File: src/rtl/elem_loop_pkg.sv
package elem_loop_pkg;
    typedef enum logic [2:0] {
        ST_IDLE,
        ST_SEEK,
        ST_ISSUE,
        ST_FINISH,
        ST_HALT
    } seq_state_e;
endpackage

File: src/rtl/elem_step_ctr.sv
module elem_step_ctr #(
    parameter int STEP_W = 7
) (
    input  logic              clk,
    input  logic              rst_n,
    input  logic              clr,
    input  logic              ld,
    input  logic [STEP_W-1:0] ld_val,
    input  logic              inc,
    output logic [STEP_W-1:0] step
);
    always_ff @(posedge clk) begin
        if (!rst_n)   step <= '0;
        else if (clr) step <= '0;
        else if (ld)  step <= ld_val;
        else if (inc) step <= step + STEP_W'(1);
    end
endmodule

File: src/rtl/elem_pred_sel.sv
module elem_pred_sel #(
    parameter int MAXVL  = 64,
    parameter int STEP_W = 7
) (
    input  logic [MAXVL-1:0]  mask,
    input  logic              inv,
    input  logic [STEP_W-1:0] step,
    input  logic [STEP_W-1:0] vl,
    output logic              at_end,
    output logic              enabled
);
    localparam int IDX_W = $clog2(MAXVL);

    always_comb begin
        at_end  = (step >= vl);
        enabled = !at_end && (mask[step[IDX_W-1:0]] ^ inv);
    end
endmodule

File: src/rtl/elem_loop_seq.sv
module elem_loop_seq
    import elem_loop_pkg::*;
#(
    parameter int MAXVL  = 64,
    parameter int REG_W  = 7,
    parameter int STEP_W = $clog2(MAXVL + 1)
) (
    input  logic              clk,
    input  logic              rst_n,
    input  logic              start,
    input  logic [STEP_W-1:0] vl,
    input  logic [MAXVL-1:0]  src_mask,
    input  logic              src_inv,
    input  logic [MAXVL-1:0]  dst_mask,
    input  logic              dst_inv,
    input  logic [REG_W-1:0]  src_base,
    input  logic [REG_W-1:0]  dst_base,
    input  logic              irq,
    input  logic              st_wr_en,
    input  logic [STEP_W-1:0] st_wr_src,
    input  logic [STEP_W-1:0] st_wr_dst,
    output logic [STEP_W-1:0] st_src_step,
    output logic [STEP_W-1:0] st_dst_step,
    output logic              op_valid,
    input  logic              op_ready,
    output logic [REG_W-1:0]  op_src_reg,
    output logic [REG_W-1:0]  op_dst_reg,
    output logic              pc_hold,
    output logic              loop_done,
    output logic              loop_halted
);
    localparam int SUM_W = (REG_W > STEP_W) ? REG_W : STEP_W;
    localparam logic [STEP_W-1:0] VL_CAP = STEP_W'(MAXVL);

    seq_state_e state, state_nx;

    logic [STEP_W-1:0] vl_q;
    logic [MAXVL-1:0]  smask_q, dmask_q;
    logic              sinv_q, dinv_q;
    logic [REG_W-1:0]  sbase_q, dbase_q;

    logic clr_steps, ld_steps, inc_src, inc_dst;
    logic src_end, dst_end, src_on, dst_on;

    // Loop context is captured when a start is accepted.
    always_ff @(posedge clk) begin
        if (!rst_n) begin
            vl_q    <= '0;
            smask_q <= '0;
            dmask_q <= '0;
            sinv_q  <= 1'b0;
            dinv_q  <= 1'b0;
            sbase_q <= '0;
            dbase_q <= '0;
        end else if (state == ST_IDLE && start) begin
            vl_q    <= (vl > VL_CAP) ? VL_CAP : vl;
            smask_q <= src_mask;
            dmask_q <= dst_mask;
            sinv_q  <= src_inv;
            dinv_q  <= dst_inv;
            sbase_q <= src_base;
            dbase_q <= dst_base;
        end
    end

    elem_step_ctr #(.STEP_W(STEP_W)) u_src_ctr (
        .clk(clk), .rst_n(rst_n), .clr(clr_steps), .ld(ld_steps),
        .ld_val(st_wr_src), .inc(inc_src), .step(st_src_step)
    );

    elem_step_ctr #(.STEP_W(STEP_W)) u_dst_ctr (
        .clk(clk), .rst_n(rst_n), .clr(clr_steps), .ld(ld_steps),
        .ld_val(st_wr_dst), .inc(inc_dst), .step(st_dst_step)
    );

    elem_pred_sel #(.MAXVL(MAXVL), .STEP_W(STEP_W)) u_src_sel (
        .mask(smask_q), .inv(sinv_q), .step(st_src_step), .vl(vl_q),
        .at_end(src_end), .enabled(src_on)
    );

    elem_pred_sel #(.MAXVL(MAXVL), .STEP_W(STEP_W)) u_dst_sel (
        .mask(dmask_q), .inv(dinv_q), .step(st_dst_step), .vl(vl_q),
        .at_end(dst_end), .enabled(dst_on)
    );

    // State register
    always_ff @(posedge clk) begin
        if (!rst_n) state <= ST_IDLE;
        else        state <= state_nx;
    end

    // Next state and counter controls
    always_comb begin
        state_nx  = state;
        clr_steps = 1'b0;
        ld_steps  = 1'b0;
        inc_src   = 1'b0;
        inc_dst   = 1'b0;
        unique case (state)
            ST_IDLE: begin
                ld_steps = st_wr_en;
                if (start) state_nx = ST_SEEK;
            end
            ST_SEEK: begin
                if (src_end || dst_end) begin
                    clr_steps = 1'b1;
                    state_nx  = ST_FINISH;
                end else if (irq) begin
                    state_nx = ST_HALT;
                end else if (src_on && dst_on) begin
                    state_nx = ST_ISSUE;
                end else begin
                    inc_src = !src_on;
                    inc_dst = !dst_on;
                end
            end
            ST_ISSUE: begin
                if (op_ready) begin
                    inc_src  = 1'b1;
                    inc_dst  = 1'b1;
                    state_nx = irq ? ST_HALT : ST_SEEK;
                end
            end
            ST_FINISH: state_nx = ST_IDLE;
            ST_HALT:   state_nx = ST_IDLE;
            default:   state_nx = ST_IDLE;
        endcase
    end

    // Outputs
    logic [SUM_W-1:0] src_sum, dst_sum;
    always_comb begin
        src_sum     = SUM_W'(sbase_q) + SUM_W'(st_src_step);
        dst_sum     = SUM_W'(dbase_q) + SUM_W'(st_dst_step);
        op_src_reg  = src_sum[REG_W-1:0];
        op_dst_reg  = dst_sum[REG_W-1:0];
        op_valid    = (state == ST_ISSUE);
        pc_hold     = (state == ST_SEEK) || (state == ST_ISSUE);
        loop_done   = (state == ST_FINISH);
        loop_halted = (state == ST_HALT);
    end
endmodule

File: config.mk
export PLATFORM = sky130hd
export DESIGN_NAME = elem_loop_seq
export DESIGN_NICKNAME = d
export VERILOG_FILES = /design/src/rtl/elem_loop_pkg.sv /design/src/rtl/elem_step_ctr.sv /design/src/rtl/elem_pred_sel.sv /design/src/rtl/elem_loop_seq.sv
export SDC_FILE = /design/constraint.sdc
export NUM_CORES = 1
export LEC_CHECK = 0
export BUFFER_PORTS_ARGS = -buffer_cell sky130_fd_sc_hd__buf_2
export CAP_MARGIN = 20
export CORE_MARGIN = 10
export CORE_UTILIZATION = 45
export DETAILED_ROUTE_END_ITERATION = 12
export GPL_ROUTABILITY_DRIVEN = 0
export PLACE_DENSITY_LB_ADDON = 0.08
export SYNTH_ARGS = -nofsm -noshare
export SYNTH_HDL_FRONTEND = slang
export SYNTH_SLANG_ARGS = --single-unit
export TNS_END_PERCENT = 20
File: constraint.sdc
create_clock -name clk -period 5.09 [get_ports clk]
set_clock_uncertainty 0.2 [all_clocks]
set_input_delay 0.509 -clock clk [delete_from_list [all_inputs] [get_ports clk]]
set_output_delay 0.509 -clock clk [all_outputs]
set_load 0.03 [all_outputs]
; ---- Yosys cells after proc, flatten, opt, wreduce, memory -nomap -nowiden
; Cells that the tools add are included.
[classes]
n_reduce_logical = 15
n_eq_ne = 7
n_bitwise = 3
addsub = 4
muxes = 28
n_lt_le_gt_ge = 5
[ops]
columns = cell, count
row1 = $mux 7, 5
row2 = $mux 3, 6
row3 = $add 7x1->7 const B, 2
row4 = $add 7x7->7, 2
row5 = $ge 7x7->1, 2
row6 = $lt 6x7->1 const B, 2
row7 = $bmux 1 s6, 2
row8 = $mux 1, 12
row9 = $pmux 3 s3, 1
row10 = $gt 7x7->1 const B, 1
row11 = $eq 3x2->1 const B, 2
row12 = $logic_and 1x1->1, 4
row13 = $logic_not 1->1, 4
row14 = $ne 4x4->1 const B, 1
row15 = $pmux 1 s2, 2
row16 = $reduce_bool 2->1, 2
row17 = $eq 3x1->1 const B, 1
row18 = $eq 3x3->1 const B, 1
row19 = $logic_not 3->1, 1
row20 = $reduce_and 3->1, 1
row21 = $logic_or 1x1->1, 2
row22 = $ne 2x1->1 const B, 1
row23 = $ne 2x2->1 const B, 1
row24 = $reduce_or 2->1, 1
row25 = other kinds (2), 3
[word_totals]
word_cells = 72
ff_bits = 168

; ---- Depth between registers and ports, before layout
[depth]
ltp_word = 11
mapped_depth = 13

; ---- Hierarchy
; Synthesis repeated with hierarchy kept, for this count alone.
[hier_totals]
cells_unflattened = 999
area_unflattened_um2 = 8690.8
[by_module_without_submodules]
columns = module, cells_per_inst, n_inst, area_each_um2
row1 = elem_loop_seq, 757, 1, 6413.7
row2 = elem_pred_sel, 82, 2, 794.5
row3 = elem_step_ctr, 39, 2, 344.1

; ---- Worst setup path before layout
; OpenSTA, ideal clock, no wires.
[synth_timing]
path_type = reg2reg
from = reg u_src_ctr.step[0]
to = reg u_src_ctr.step[2]
arrival_ns = 3.026
slack_ns = 1.747
n_path_buf = 1
required_ns = 4.773
synth_period_minus_slack_ns = 3.343
setup_ns = 0.117
stages_incl_launch_ff = 12
path_cell_list = dfxtp_1 buf_4 clkinv_1 ha_1 nand2b_1 a21o_1 a211oi_1 o21a_1 nand4b_1 o21ai_2 o21ai_0 a32o_1
[synth_between]
elab_chain_cells = 10
[synth_rtl]
columns = element, line
row1 = "start, declared", elem_step_ctr.sv:10  ; output logic [STEP_W-1:0] step
row2 = "start signal, assigned", elem_step_ctr.sv:15  ; else if (ld) step <= ld_val;
row3 = "start signal, assigned", elem_step_ctr.sv:16  ; else if (inc) step <= step + STEP_W'(1);
row4 = $bmux 1 s6, elem_pred_sel.sv:16  ; enabled = !at_end && (mask[step[IDX_W-1:0]] ^ inv);
row5 = $mux 1 (implied by the code), elem_pred_sel.sv:16
row6 = $xor 1x1->1, elem_pred_sel.sv:16
row7 = $logic_and 1x1->1, elem_pred_sel.sv:16
row8 = $logic_not 1->1 / $logic_and 1x1->1 (equally long branches), "elem_loop_seq.sv:113, elem_loop_seq.sv:110"
row9 = $mux 1, elem_loop_seq.sv:110  ; end else if (src_on && dst_on) begin
row10 = $mux 1, elem_loop_seq.sv:108  ; end else if (irq) begin
row11 = $mux 1, elem_loop_seq.sv:105  ; if (src_end || dst_end) begin
row12 = $pmux 1 s2, elem_loop_seq.sv:99  ; unique case (state)
row13 = $reduce_bool 2->1 (no line), n/a
; Several ways; a longest one is shown, not always the timed one. The select of a mux whose other input is x is not followed.
; A chain may end at the register's enable or synchronous reset.

; ---- Final worst setup path
[layout_timing]
from = reg u_dst_ctr.step[1]
to = out op_dst_reg[6]
[layout_between]
elab_chain_cells = 1
[layout_rtl]
columns = element, line
row1 = "start, declared", elem_step_ctr.sv:10
row2 = "start signal, assigned", elem_step_ctr.sv:15
row3 = "start signal, assigned", elem_step_ctr.sv:16
row4 = $add 7x7->7, elem_loop_seq.sv:134  ; dst_sum = SUM_W'(dbase_q) + SUM_W'(st_dst_step);
row5 = "end, declared", elem_loop_seq.sv:27  ; output logic [REG_W-1:0] op_dst_reg,
; No other way between the ends.

==> run_results.csv <==
group,metric,value,unit
status,outcome,"complete, no violations",
clock_tree,cts_max_level,4,
cells_and_area,drive_above_1_share,24.9,%
cells_and_area,layoutNonFillerInstCount,1377,
routing,drt_first_pass_iters,4,
cells_and_area,area_delta_synth_final,20.5,%
timing,min_period,3.61,ns
logic_synthesis,ys.flop_type,"dfxtp_1",
cells_and_area,fin_util,54.9,%
clock_tree,ctsHoldBuffers,0,
clock_tree,clk_transition_reported_paths,0.07,ns
place,io_buffers,202,
routing,routed_wl,23500,microns
floorplanning,die_y,157,microns
logic_synthesis,synth_edf_count,0,
routing,post_drt_via_cell_ratio,5.20,
logic_synthesis,seq_area_frac_synth,39.6,%
logic_synthesis,ys_warn_count,0,
setup_path,cp.required,4.38,ns
routing,vias,7157,
place,dp_hpwl,17100,microns
setup_path,crit_fanout,14,
logic_synthesis,yosys.area.top_type,"dfxtp_1",
power,powerDensity,496,nW/um^2
floorplanning,fp.coreArea,18600,sq um
logic_synthesis,synth_nets,1171,
clock_tree,cts_made_buffers,17,
clock_tree,clk_latency,0.43,ns
global_routing,grt_antenna_before_repair,2,
clock_tree,post_cts_buffers,0,
setup_path,start_kind,"flip-flop",
cells_and_area,antennaDiodeCount,0,
floorplanning,die_x,157,microns
timing,timing_hold_violations_final,0,
global_routing,grt_pass1_wl,36700,microns
logic_synthesis,synth-seq-cells,168,
logic_synthesis,synth_top_area_share,39.6,%
routing,post-route-drc-count,0,
routing,wire_per_inst,17.0,microns
logic_synthesis,synth.area.top_cells,"dfxtp_1, nand2_1, a21boi_0, mux4_2, ha_1",
timing,slew_violations,0,
cells_and_area,nets,1332,
timing,fin_setup_tns,0,ns
logic_synthesis,postSynth.asyncResetShare,0,%
clock_tree,clkSinkCount,168,
logic_synthesis,ys_types,58,
job,drv_cap,0,
cells_and_area,layout_common_cells,"nand2_1, buf_2, dfxtp_1",
clock_tree,cts_resized,0,
timing,relSlewSlack,38.4,%
global_routing,grt_pass1_vias,7019,
global_routing,gr-total-overflow,0,
global_routing,track_usage,18.5,%
floorplanning,ios,203,
floorplanning,start_util,45.5,%
routing,final_antenna_net_count,0,
clock_tree,cts_tree,"done",
min_path,hold_class,"input port to flip-flop",
timing,holdWs,0.117,ns
timing,tightestPinTransition,0.924,ns
timing,period_share,71.0,%
global_routing,grt_max_degree,112,
logic_synthesis,synthCells,970,
setup_path,critPathKind,"flip-flop to output pin",
setup_path,critPathArrivalTime,2.91,ns
clock_tree,root_buffer,"clkbuf_16",
clock_tree,max-clock-path-buffers,2,
place,dp_cells,1346,
power,peakVddDrop,0.000284,V
timing,setup_viol,0,
timing,fmax,277,MHz
power,p_leak,0.00428,uW
setup_path,end_kind,"output pin",
timing,rsz0062_at_grt,"no",
floorplanning,fp.dieArea,24700,sq um
routing,first_iter_violations,392,
floorplanning,rows,50,
cells_and_area,final_common_cell,"nand2_1",
logic_synthesis,postSynthAreaPerCell,8.75,sq um
logic_synthesis,syn-cell-area,8480,sq um
## through the flow
stage / power (uW) / worst slack [ns] / cell area, sq um
detailed placement: 3720 / 1.76 / 9590
global placement: 3700 / 1.86 / 9590
global route: 5410 / 1.21 / 10200
CTS: 5130 / 1.44 / 10200
floorplan: 3190 / 1.75 / 8480
finish: 5070 / 1.48 / 10200
## layout make-up
class,count,area (sq um)
well taps,234,293
clock buffers,17,425
repair buffers,212,1100
flip-flops and latches,168,3360
multi-input cells,709,4750
clock inverters,14,206
fillers,1795,8420
inverters,23,86.3
## power breakdown
group          leakage, uW  total, uW  switching, uW  internal, uW
registers          0.00138       1810            251          1560
logic              0.00260       1850           1120           736
clock network     0.000300       1410            574           832
total              0.00428       5070           1940          3130
## state kept, by name, indices dropped and copies added (netlist names)
register	flops
dmask_q	64
smask_q	64
dbase_q	7
sbase_q	7
u_dst_ctr.step	7
u_src_ctr.step	7
vl_q	7
state	3
dinv_q	1
sinv_q	1
## cells by family after synthesis
logic type	count (synthesis)	synth area share (%)
AO/OA/AOI/OAI	232	20.4
XOR/XNOR	15	1.64
adder cells (fa/ha/maj)	30	4.60
buffers and inverters	93	4.56
flip-flops	168	39.6
multiplexers	45	10.4
AND/OR/NAND/NOR	387	18.8
## cell usage after synthesis, types with 2 or more instances
master     instances
nand3_1            9
buf_4              4
buf_2              6
nand2b_1           3
nor2b_1            4
a21oi_1           21
and3_1             4
o21a_1             2
nor3b_1            6
clkbuf_1          58
o2111ai_1          2
and2_1             2
nor3_1             8
o21ai_1            4
nor2_1            16
mux2i_1           11
o21bai_1           4
a21o_1             7
o21ai_0            4
a22oi_1            2
o211a_1            2
a32o_1             5
nand2_1          317
dfxtp_1          168
nand3b_1           8
xor2_1             4
buf_6              2
fa_1               2
xnor2_1           10
ha_1              28
mux4_2            32
nand4_1            4
a221oi_1           2
mux4_1             2
a31o_2             2
inv_1             22
a21boi_0         156
o21ai_2            2
a32oi_1            2
o32ai_1            5
## metal layers
layer / global-route usage, % / routed length [microns]
met5: 0 / 17
met1: 25.7 / 11000
met2: 27.8 / 10600
met4: 4.67 / 144
met3: 5.19 / 1700
## final timing paths
kind	cells after the start	endpoint	slack, ns	startpoint
hold reg to reg	2	smask_q[58]$_SDFFE_PN0P_	0.26	smask_q[58]$_SDFFE_PN0P_
hold / removal	3	smask_q[34]$_SDFFE_PN0P_	0.12	src_mask[34]
setup reg to reg	9	u_src_ctr.step[4]$_SDFFE_PP0P_	1.77	u_src_ctr.step[1]$_SDFFE_PP0P_
setup / recovery	9	op_dst_reg[6]	1.48	u_dst_ctr.step[1]$_SDFFE_PP0P_
## critical path, cell delays in order, from the launching register on
cell and delay [ns]:
dfxtp_1 0.79, inv_1 0.25, fa_1 0.51, inv_1 0.07
a21oi_1 0.07, o21bai_1 0.19, a21o_1 0.15, a21oi_1 0.07
xnor2_1 0.15, buf_2 0.22
Note: power is estimated with default switching activity, not from simulation.
